**src/rtl/pll_tbl_pkg.sv**
```systemverilog
package pll_tbl_pkg;
  localparam int RATE_W = 32;
  localparam int REF_W  = 6;
  localparam int OUT_W  = 4;
  localparam int FB_W   = 13;
  localparam int BW_W   = 12;

  typedef struct packed {
    logic [RATE_W-1:0] rate;
    logic [REF_W-1:0]  ref_div;
    logic [OUT_W-1:0]  out_div;
    logic [FB_W-1:0]   fb_mul;
    logic [BW_W-1:0]   bw;
  } pll_entry_t;

  typedef enum logic {
    OP_EXACT = 1'b0,
    OP_ROUND = 1'b1
  } lookup_op_e;
endpackage

```
**src/rtl/rate_store.sv**
```systemverilog
module rate_store
  import pll_tbl_pkg::*;
#(
  parameter int DEPTH = 16,
  localparam int IDX_W = $clog2(DEPTH)
) (
  input  logic             clk_i,
  input  logic             rst_ni,
  input  logic             wr_en_i,
  input  logic [IDX_W-1:0] wr_idx_i,
  input  pll_entry_t       wr_data_i,
  input  logic [IDX_W-1:0] rd_idx_i,
  output pll_entry_t       rd_data_o,
  output logic [DEPTH-1:0] zero_o
);
  pll_entry_t mem_q [DEPTH];

  for (genvar g = 0; g < DEPTH; g++) begin : g_row
    always_ff @(posedge clk_i or negedge rst_ni) begin
      if (!rst_ni) mem_q[g] <= '0;
      else if (wr_en_i && (wr_idx_i == IDX_W'(g))) mem_q[g] <= wr_data_i;
    end
    assign zero_o[g] = (mem_q[g].rate == '0);
  end

  assign rd_data_o = mem_q[rd_idx_i];
endmodule

```
**src/rtl/rate_len_find.sv**
```systemverilog
module rate_len_find #(
  parameter int DEPTH = 16,
  localparam int LEN_W = $clog2(DEPTH + 1)
) (
  input  logic [DEPTH-1:0] zero_i,
  output logic [LEN_W-1:0] len_o
);
  // first zero-rate row terminates the table
  always_comb begin
    len_o = LEN_W'(DEPTH);
    for (int i = DEPTH - 1; i >= 0; i--) begin
      if (zero_i[i]) len_o = LEN_W'(i);
    end
  end
endmodule

```
**src/rtl/rate_scan.sv**
```systemverilog
module rate_scan
  import pll_tbl_pkg::*;
#(
  parameter int DEPTH = 16,
  localparam int IDX_W = $clog2(DEPTH),
  localparam int LEN_W = $clog2(DEPTH + 1)
) (
  input  logic              clk_i,
  input  logic              rst_ni,
  input  logic              start_i,
  input  logic              op_i,
  input  logic [RATE_W-1:0] req_i,
  input  logic [LEN_W-1:0]  len_i,
  input  pll_entry_t        entry_i,
  output logic [IDX_W-1:0]  rd_idx_o,
  output logic              busy_o,
  output logic              done_o,
  output logic              hit_o,
  output pll_entry_t        result_o
);
  logic              busy_q, done_q, hit_q;
  logic [IDX_W-1:0]  idx_q;
  logic [LEN_W-1:0]  len_q;
  lookup_op_e        op_q;
  logic [RATE_W-1:0] req_q;
  pll_entry_t        res_q;
  logic              found, last;

  assign found = (op_q == OP_ROUND) ? (entry_i.rate <= req_q) : (entry_i.rate == req_q);
  assign last  = (LEN_W'(idx_q) + LEN_W'(1)) == len_q;

  always_ff @(posedge clk_i or negedge rst_ni) begin
    if (!rst_ni) begin
      busy_q <= 1'b0;
      done_q <= 1'b0;
      hit_q  <= 1'b0;
      idx_q  <= '0;
      len_q  <= '0;
      op_q   <= OP_EXACT;
      req_q  <= '0;
      res_q  <= '0;
    end else begin
      done_q <= 1'b0;
      if (!busy_q) begin
        if (start_i) begin
          busy_q <= 1'b1;
          idx_q  <= '0;
          len_q  <= len_i;
          op_q   <= lookup_op_e'(op_i);
          req_q  <= req_i;
        end
      end else if (len_q == '0) begin
        busy_q <= 1'b0;
        done_q <= 1'b1;
        hit_q  <= 1'b0;
        res_q  <= '0;
      end else if (found) begin
        busy_q <= 1'b0;
        done_q <= 1'b1;
        hit_q  <= 1'b1;
        res_q  <= entry_i;
      end else if (last) begin
        busy_q <= 1'b0;
        done_q <= 1'b1;
        hit_q  <= 1'b0;
        res_q  <= (op_q == OP_ROUND) ? entry_i : '0;  // clamp to smallest rate
      end else begin
        idx_q <= idx_q + IDX_W'(1);
      end
    end
  end

  assign rd_idx_o = idx_q;
  assign busy_o   = busy_q;
  assign done_o   = done_q;
  assign hit_o    = hit_q;
  assign result_o = res_q;

  assert_start_busy_R7: assert property (@(posedge clk_i) disable iff (!rst_ni)
    (start_i && !busy_o) |=> busy_o);
  assert_done_idle_R7: assert property (@(posedge clk_i) disable iff (!rst_ni)
    done_o |-> !busy_o);
  assert_req_held_R7: assert property (@(posedge clk_i) disable iff (!rst_ni)
    (busy_o && $past(busy_o)) |-> $stable(req_q));
  assert_exact_eq_R2: assert property (@(posedge clk_i) disable iff (!rst_ni)
    (done_o && hit_o && op_q == OP_EXACT) |-> result_o.rate == req_q);
  assert_miss_zero_R3: assert property (@(posedge clk_i) disable iff (!rst_ni)
    (done_o && !hit_o && op_q == OP_EXACT) |-> result_o == '0);
  assert_round_le_R4: assert property (@(posedge clk_i) disable iff (!rst_ni)
    (done_o && hit_o && op_q == OP_ROUND) |-> result_o.rate <= req_q);
  assert_idx_bound_R1: assert property (@(posedge clk_i) disable iff (!rst_ni)
    (busy_o && len_q != '0) |-> LEN_W'(idx_q) < len_q);
endmodule

```
**src/rtl/rate_table_lookup.sv**
```systemverilog
module rate_table_lookup
  import pll_tbl_pkg::*;
#(
  parameter int DEPTH = 16,
  localparam int IDX_W = $clog2(DEPTH),
  localparam int LEN_W = $clog2(DEPTH + 1)
) (
  input  logic              clk_i,
  input  logic              rst_ni,
  input  logic              wr_en_i,
  input  logic [IDX_W-1:0]  wr_idx_i,
  input  logic [RATE_W-1:0] wr_rate_i,
  input  logic [REF_W-1:0]  wr_ref_div_i,
  input  logic [OUT_W-1:0]  wr_out_div_i,
  input  logic [FB_W-1:0]   wr_fb_mul_i,
  input  logic [BW_W-1:0]   wr_bw_i,
  input  logic              start_i,
  input  logic              op_i,
  input  logic [RATE_W-1:0] req_rate_i,
  output logic              busy_o,
  output logic              done_o,
  output logic              hit_o,
  output logic [RATE_W-1:0] rate_o,
  output logic [REF_W-1:0]  ref_div_o,
  output logic [OUT_W-1:0]  out_div_o,
  output logic [FB_W-1:0]   fb_mul_o,
  output logic [BW_W-1:0]   bw_o,
  output logic [LEN_W-1:0]  tbl_len_o
);
  pll_entry_t       wr_data, rd_data, result;
  logic [IDX_W-1:0] rd_idx;
  logic [DEPTH-1:0] zero_vec;

  assign wr_data = '{rate: wr_rate_i, ref_div: wr_ref_div_i, out_div: wr_out_div_i,
                     fb_mul: wr_fb_mul_i, bw: wr_bw_i};

  rate_store #(.DEPTH(DEPTH)) i_store (
    .clk_i, .rst_ni, .wr_en_i, .wr_idx_i,
    .wr_data_i(wr_data), .rd_idx_i(rd_idx), .rd_data_o(rd_data), .zero_o(zero_vec)
  );

  rate_len_find #(.DEPTH(DEPTH)) i_len (.zero_i(zero_vec), .len_o(tbl_len_o));

  rate_scan #(.DEPTH(DEPTH)) i_scan (
    .clk_i, .rst_ni, .start_i, .op_i, .req_i(req_rate_i), .len_i(tbl_len_o),
    .entry_i(rd_data), .rd_idx_o(rd_idx), .busy_o, .done_o, .hit_o, .result_o(result)
  );

  assign rate_o    = result.rate;
  assign ref_div_o = result.ref_div;
  assign out_div_o = result.out_div;
  assign fb_mul_o  = result.fb_mul;
  assign bw_o      = result.bw;

  assert_done_pulse_R7: assert property (@(posedge clk_i) disable iff (!rst_ni)
    (done_o && !$past(start_i)) |=> !done_o);
endmodule

```
**config.mk**
```make
export PLATFORM = sky130hd
export DESIGN_NAME = rate_table_lookup
export DESIGN_NICKNAME = d
export VERILOG_FILES = /design/src/rtl/pll_tbl_pkg.sv /design/src/rtl/rate_store.sv /design/src/rtl/rate_len_find.sv /design/src/rtl/rate_scan.sv /design/src/rtl/rate_table_lookup.sv
export SDC_FILE = /design/constraint.sdc
export NUM_CORES = 2
export LEC_CHECK = 0
export BUFFER_PORTS_ARGS = -buffer_cell sky130_fd_sc_hd__buf_2
export CORE_MARGIN = 2
export CORE_UTILIZATION = 55
export DETAILED_ROUTE_END_ITERATION = 16
export PLACE_DENSITY = 0.79
export RECOVER_POWER = 50
export SLEW_MARGIN = 25
export SYNTH_ARGS = -nofsm -noshare
export SYNTH_HDL_FRONTEND = slang
export SYNTH_SLANG_ARGS = --single-unit
```
**constraint.sdc**
```tcl
create_clock -name clk_i -period 3.82 [get_ports clk_i]
set_input_delay 0 -clock clk_i [delete_from_list [all_inputs] [get_ports clk_i]]
set_output_delay 0 -clock clk_i [all_outputs]
set_load 0.05 [all_outputs]
```
==> metrics.md <==
| Metric | Value |
|---|---|
| Final HPWL DP | 95.07 mm |
| Placed Cells incl. Taps | just over 5000 |
| Slew margin rel. | -141.0% |
| Fin crit period | ~4200 ps |
| Clk_lat worst skew | 720 ps |
| Cell Count, Final, Fillers Out | 5509 |
| Largest area contributor in the netlist | dfrtp_1 |
| Post-synthesis average cell area | 14.72 um2 |
| Nets | 4255 |
| Final instance area | between 0.06 and 0.07 mm2 |
| Die W | 319.5 um |
| First-pass GRT wire length | 230.3 mm |
| Grt ovf | 0 |
| Placer Congestion | 0.9738 |
| Lkg Pwr | 27.34 nW |
| Seq/Total Area, Yosys | 54.13% |
| Inserted Clock Buffers | roughly 120 |
| Max Root-Sink Buffers | 3 |
| Worst Path Required | ~4400 ps |
| Critical-path top delay cell | dfrtp_4 |
| Final wirelength | 151.5 mm |
| Num rows | 115 |
| Final setup vio count | 72 |
| Worst Skew | 26.21 ps |
| Outcome | complete, but fails checks |
| Maximum VDD drop | 0.4516 mV |
| Initial antenna violation count | 14 |
| Core Area | 0.09856 mm2 |
| R2r worst-path depth | 19 |
| Max Freq | about 240 MHz |
| Synth Cell Area | 0.05474 mm2 |
| Syn Nets | a little under 4000 |
| # fillers | 6901 |
| Final antenna-violating net count | 0 |
| Port Buffers | 182 |
| Mapped Cells | 3719 |
| Hold path depth | 4 |
| Vias in the first global route | 37320 |
| Final Hold Viols | 0 |
| Syn. warnings | 0 |
| Synth top cells by count | 1184 x dfrtp_1, 1166 x mux2_2, 233 x mux4_2 |
| Total power | 45.05 mW |
| DR vias/cell | 6.399 |
| Post-synth EDFFs | 0 |
| Initial Util | a little under three fifths |
| Share of cells above drive strength 1 | a little under half |
| Crit-path cells | buf_12, buf_4, mux2_2, o21ai_0, a21oi_1, buf_4, o21ai_0, nand2_1, ha_1, nor3_2, a211oi_1, o21ai_1, a31oi_2, or3b_4, a211oi_4, o21ai_4, buf_12, clkbuf_16, mux2_2 |
| Drt drc | 0 |
| Final Cycle Share | 110.9% |
| Violations in the final reports | capacitance limit, slew limit, setup timing |
| Worst-path clk slew | ~60 ps |
| Pre-antenna DRT Iters | 7 |
| CP Launch Type | flip-flop |
| Synth top area share | 54.13% |
| Post-synth cell types | between 40 and 50 |
| GRT Total Usage | 29.43% |
| H-tree Lvls | 3 |
| Vias | 35250 |
| Die height | about 320 um |
| Ports | about 180 |
| Async SR Flop Fraction | 100.0% |
| Worst Setup Path Type | reg -> reg |
| Root buf cell | clkbuf_16 |
| Max-cap viol count | 27 |
| Die area | 0.1021 mm2 |
| Most common cell in the netlist | dfrtp_1 |
| Detailed Route Iter0 Violations | 3120 |
| Worst setup EP type | flip-flop |
| TritonCTS clock tree | done |
| Power Density | a little over 700 mW/mm2 |
| Hold Crit Class | in -> reg |
| Most used DFF post-synth | dfrtp_1 |
| CP arrival | between 4000 and 5000 ps |
| Largest cells by area after synthesis | dfrtp_1 54%, mux2_2 24%, mux4_2 9.6% |
| Unrepaired setup endpoints after global routing | true |
| Fin. max-slew vios | 928 |
| Area after DPL | about 0.058 mm2 |
| CP peak stage delay | approximately 500 ps |
| Largest net degree at the start of global routing | 112 |
| Wire length per cell | ~27 um |
| Clock sink count | 1184 |
| Worst hold margin | 41.62 ps |
| CP max FO | 9 |
| Syn-to-layout area delta | 16.74% |
| Worst Slack Setup Final | -415.6 ps |
| Number of synthesized register bits | 1184 |
| Worst Max-Slew Pin Slew | 3614 ps |
## worst max-delay path, delay by kind of cell (launching register included)
kind / cells / cell delay [ps]
AOI/OAI and AO/OA: 8 / 1110
DFF: 1 / 500
buffers and inverters: 5 / 950
muxes: 2 / 620
and+or+nand+nor: 3 / 710
adders and majority gates: 1 / 210
## per-layer routing
metal / track usage (%) / up-vias / part of all wire, %
met5: 0 / - / 0.046
met4: 9.822 / 10 / 3.6
met3: 6.579 / 343 / 8.2
met2: 46.43 / 1409 / 47
met1: 40.76 / 18700 / 41
li1: - / 14790 / -
## cell families after synthesis
logic type                 share of synthesized area [%]
muxes                                              35.73
DFF                                                54.13
AOI/OAI and AO/OA                                  3.159
xor gates and xnor gates                         0.04801
and+or+nand+nor                                    3.685
adders and majority gates                         0.7543
buffers and inverters                              2.496
## final cells by class
type,count,area [um2],area share (%)
sequential,1184,29640,46.39
multi-input combinational,2201,24000,37.56
timing repair buffer,577,4568,7.149
clock buffer,176,3460,5.414
tap,1287,1610,2.520
clock inverter,41,465.4,0.7284
inverter,35,131.4,0.2056
antenna,8,20.02,0.03133
## flip-flops by register name (all words and copies together), names as in the netlist
name / flops
i_scan.len_q: 5
i_scan.done_o: 1
i_scan.busy_o: 1
i_scan.req_q: 32
i_scan.hit_o: 1
i_scan.op_q: 1
i_scan.rd_idx_o: 4
i_scan.result_o: 67
i_store.mem_q: 1072
## where the power goes
part	internal [mW]	switching, mW
sequential	15.7	2.20
clock	6.78	4.97
combinational	8.03	7.41
total	30.5	14.6
## worst paths after layout
check,start,endpoint,slack [ps]
setup / recovery,i_scan.rd_idx_o[0]$_DFFE_PN0P_,i_scan.result_o[1]$_DFFE_PN0P_,-420
hold / removal,req_rate_i[1],i_scan.req_q[1]$_DFFE_PN0P_,40
setup reg to reg,i_scan.rd_idx_o[0]$_DFFE_PN0P_,i_scan.result_o[1]$_DFFE_PN0P_,-420
hold reg to reg,i_scan.result_o[44]$_DFFE_PN0P_,i_scan.result_o[44]$_DFFE_PN0P_,500
max in group asynchronous,rst_ni,i_store.mem_q[440]$_DFFE_PN0P_,470
min in group asynchronous,rst_ni,i_store.mem_q[643]$_DFFE_PN0P_,1110
## per-stage QoR
step | utilization (%) | setup TNS, ps | worst slack (ps)
after floorplan | - | 0 | 1.358
after global placement | 59.30 | -27760 | -420.0
after detailed placement | 59.30 | -27930 | -432.4
after CTS | 64.76 | -15910 | -256.3
after global routing | 64.82 | -32690 | -488.2
final | 64.83 | -26440 | -415.6
## repair_timing
action | CTS | global route
gates resized for setup | 12 | 41
buffers inserted | 0 | 14
endpoints found under the setup margin | 74 | 75
gates cloned | 0 | 6
endpoints found under the hold margin | 1395 | 0
pin swaps | 0 | 11
hold buffers | 140 | 0
## placed cells by master (no fill, tap or decap), types with 39 or more instances in the layout
cell / synthesis / layout
a21oi_1: 71 / 67
clkbuf_16: 0 / 122
buf_4: 10 / 174
nand4_1: 39 / 39
dlygate4sd3_1: 0 / 139
dfrtp_1: 1184 / 1180
clkbuf_1: 202 / 120
nand2_1: 81 / 80
mux4_2: 233 / 233
o21ai_0: 106 / 87
buf_2: 42 / 120
mux2_2: 1166 / 1162
mux2i_1: 106 / 106
nor4_1: 132 / 125
Note: power is estimated with default switching activity, not from simulation.
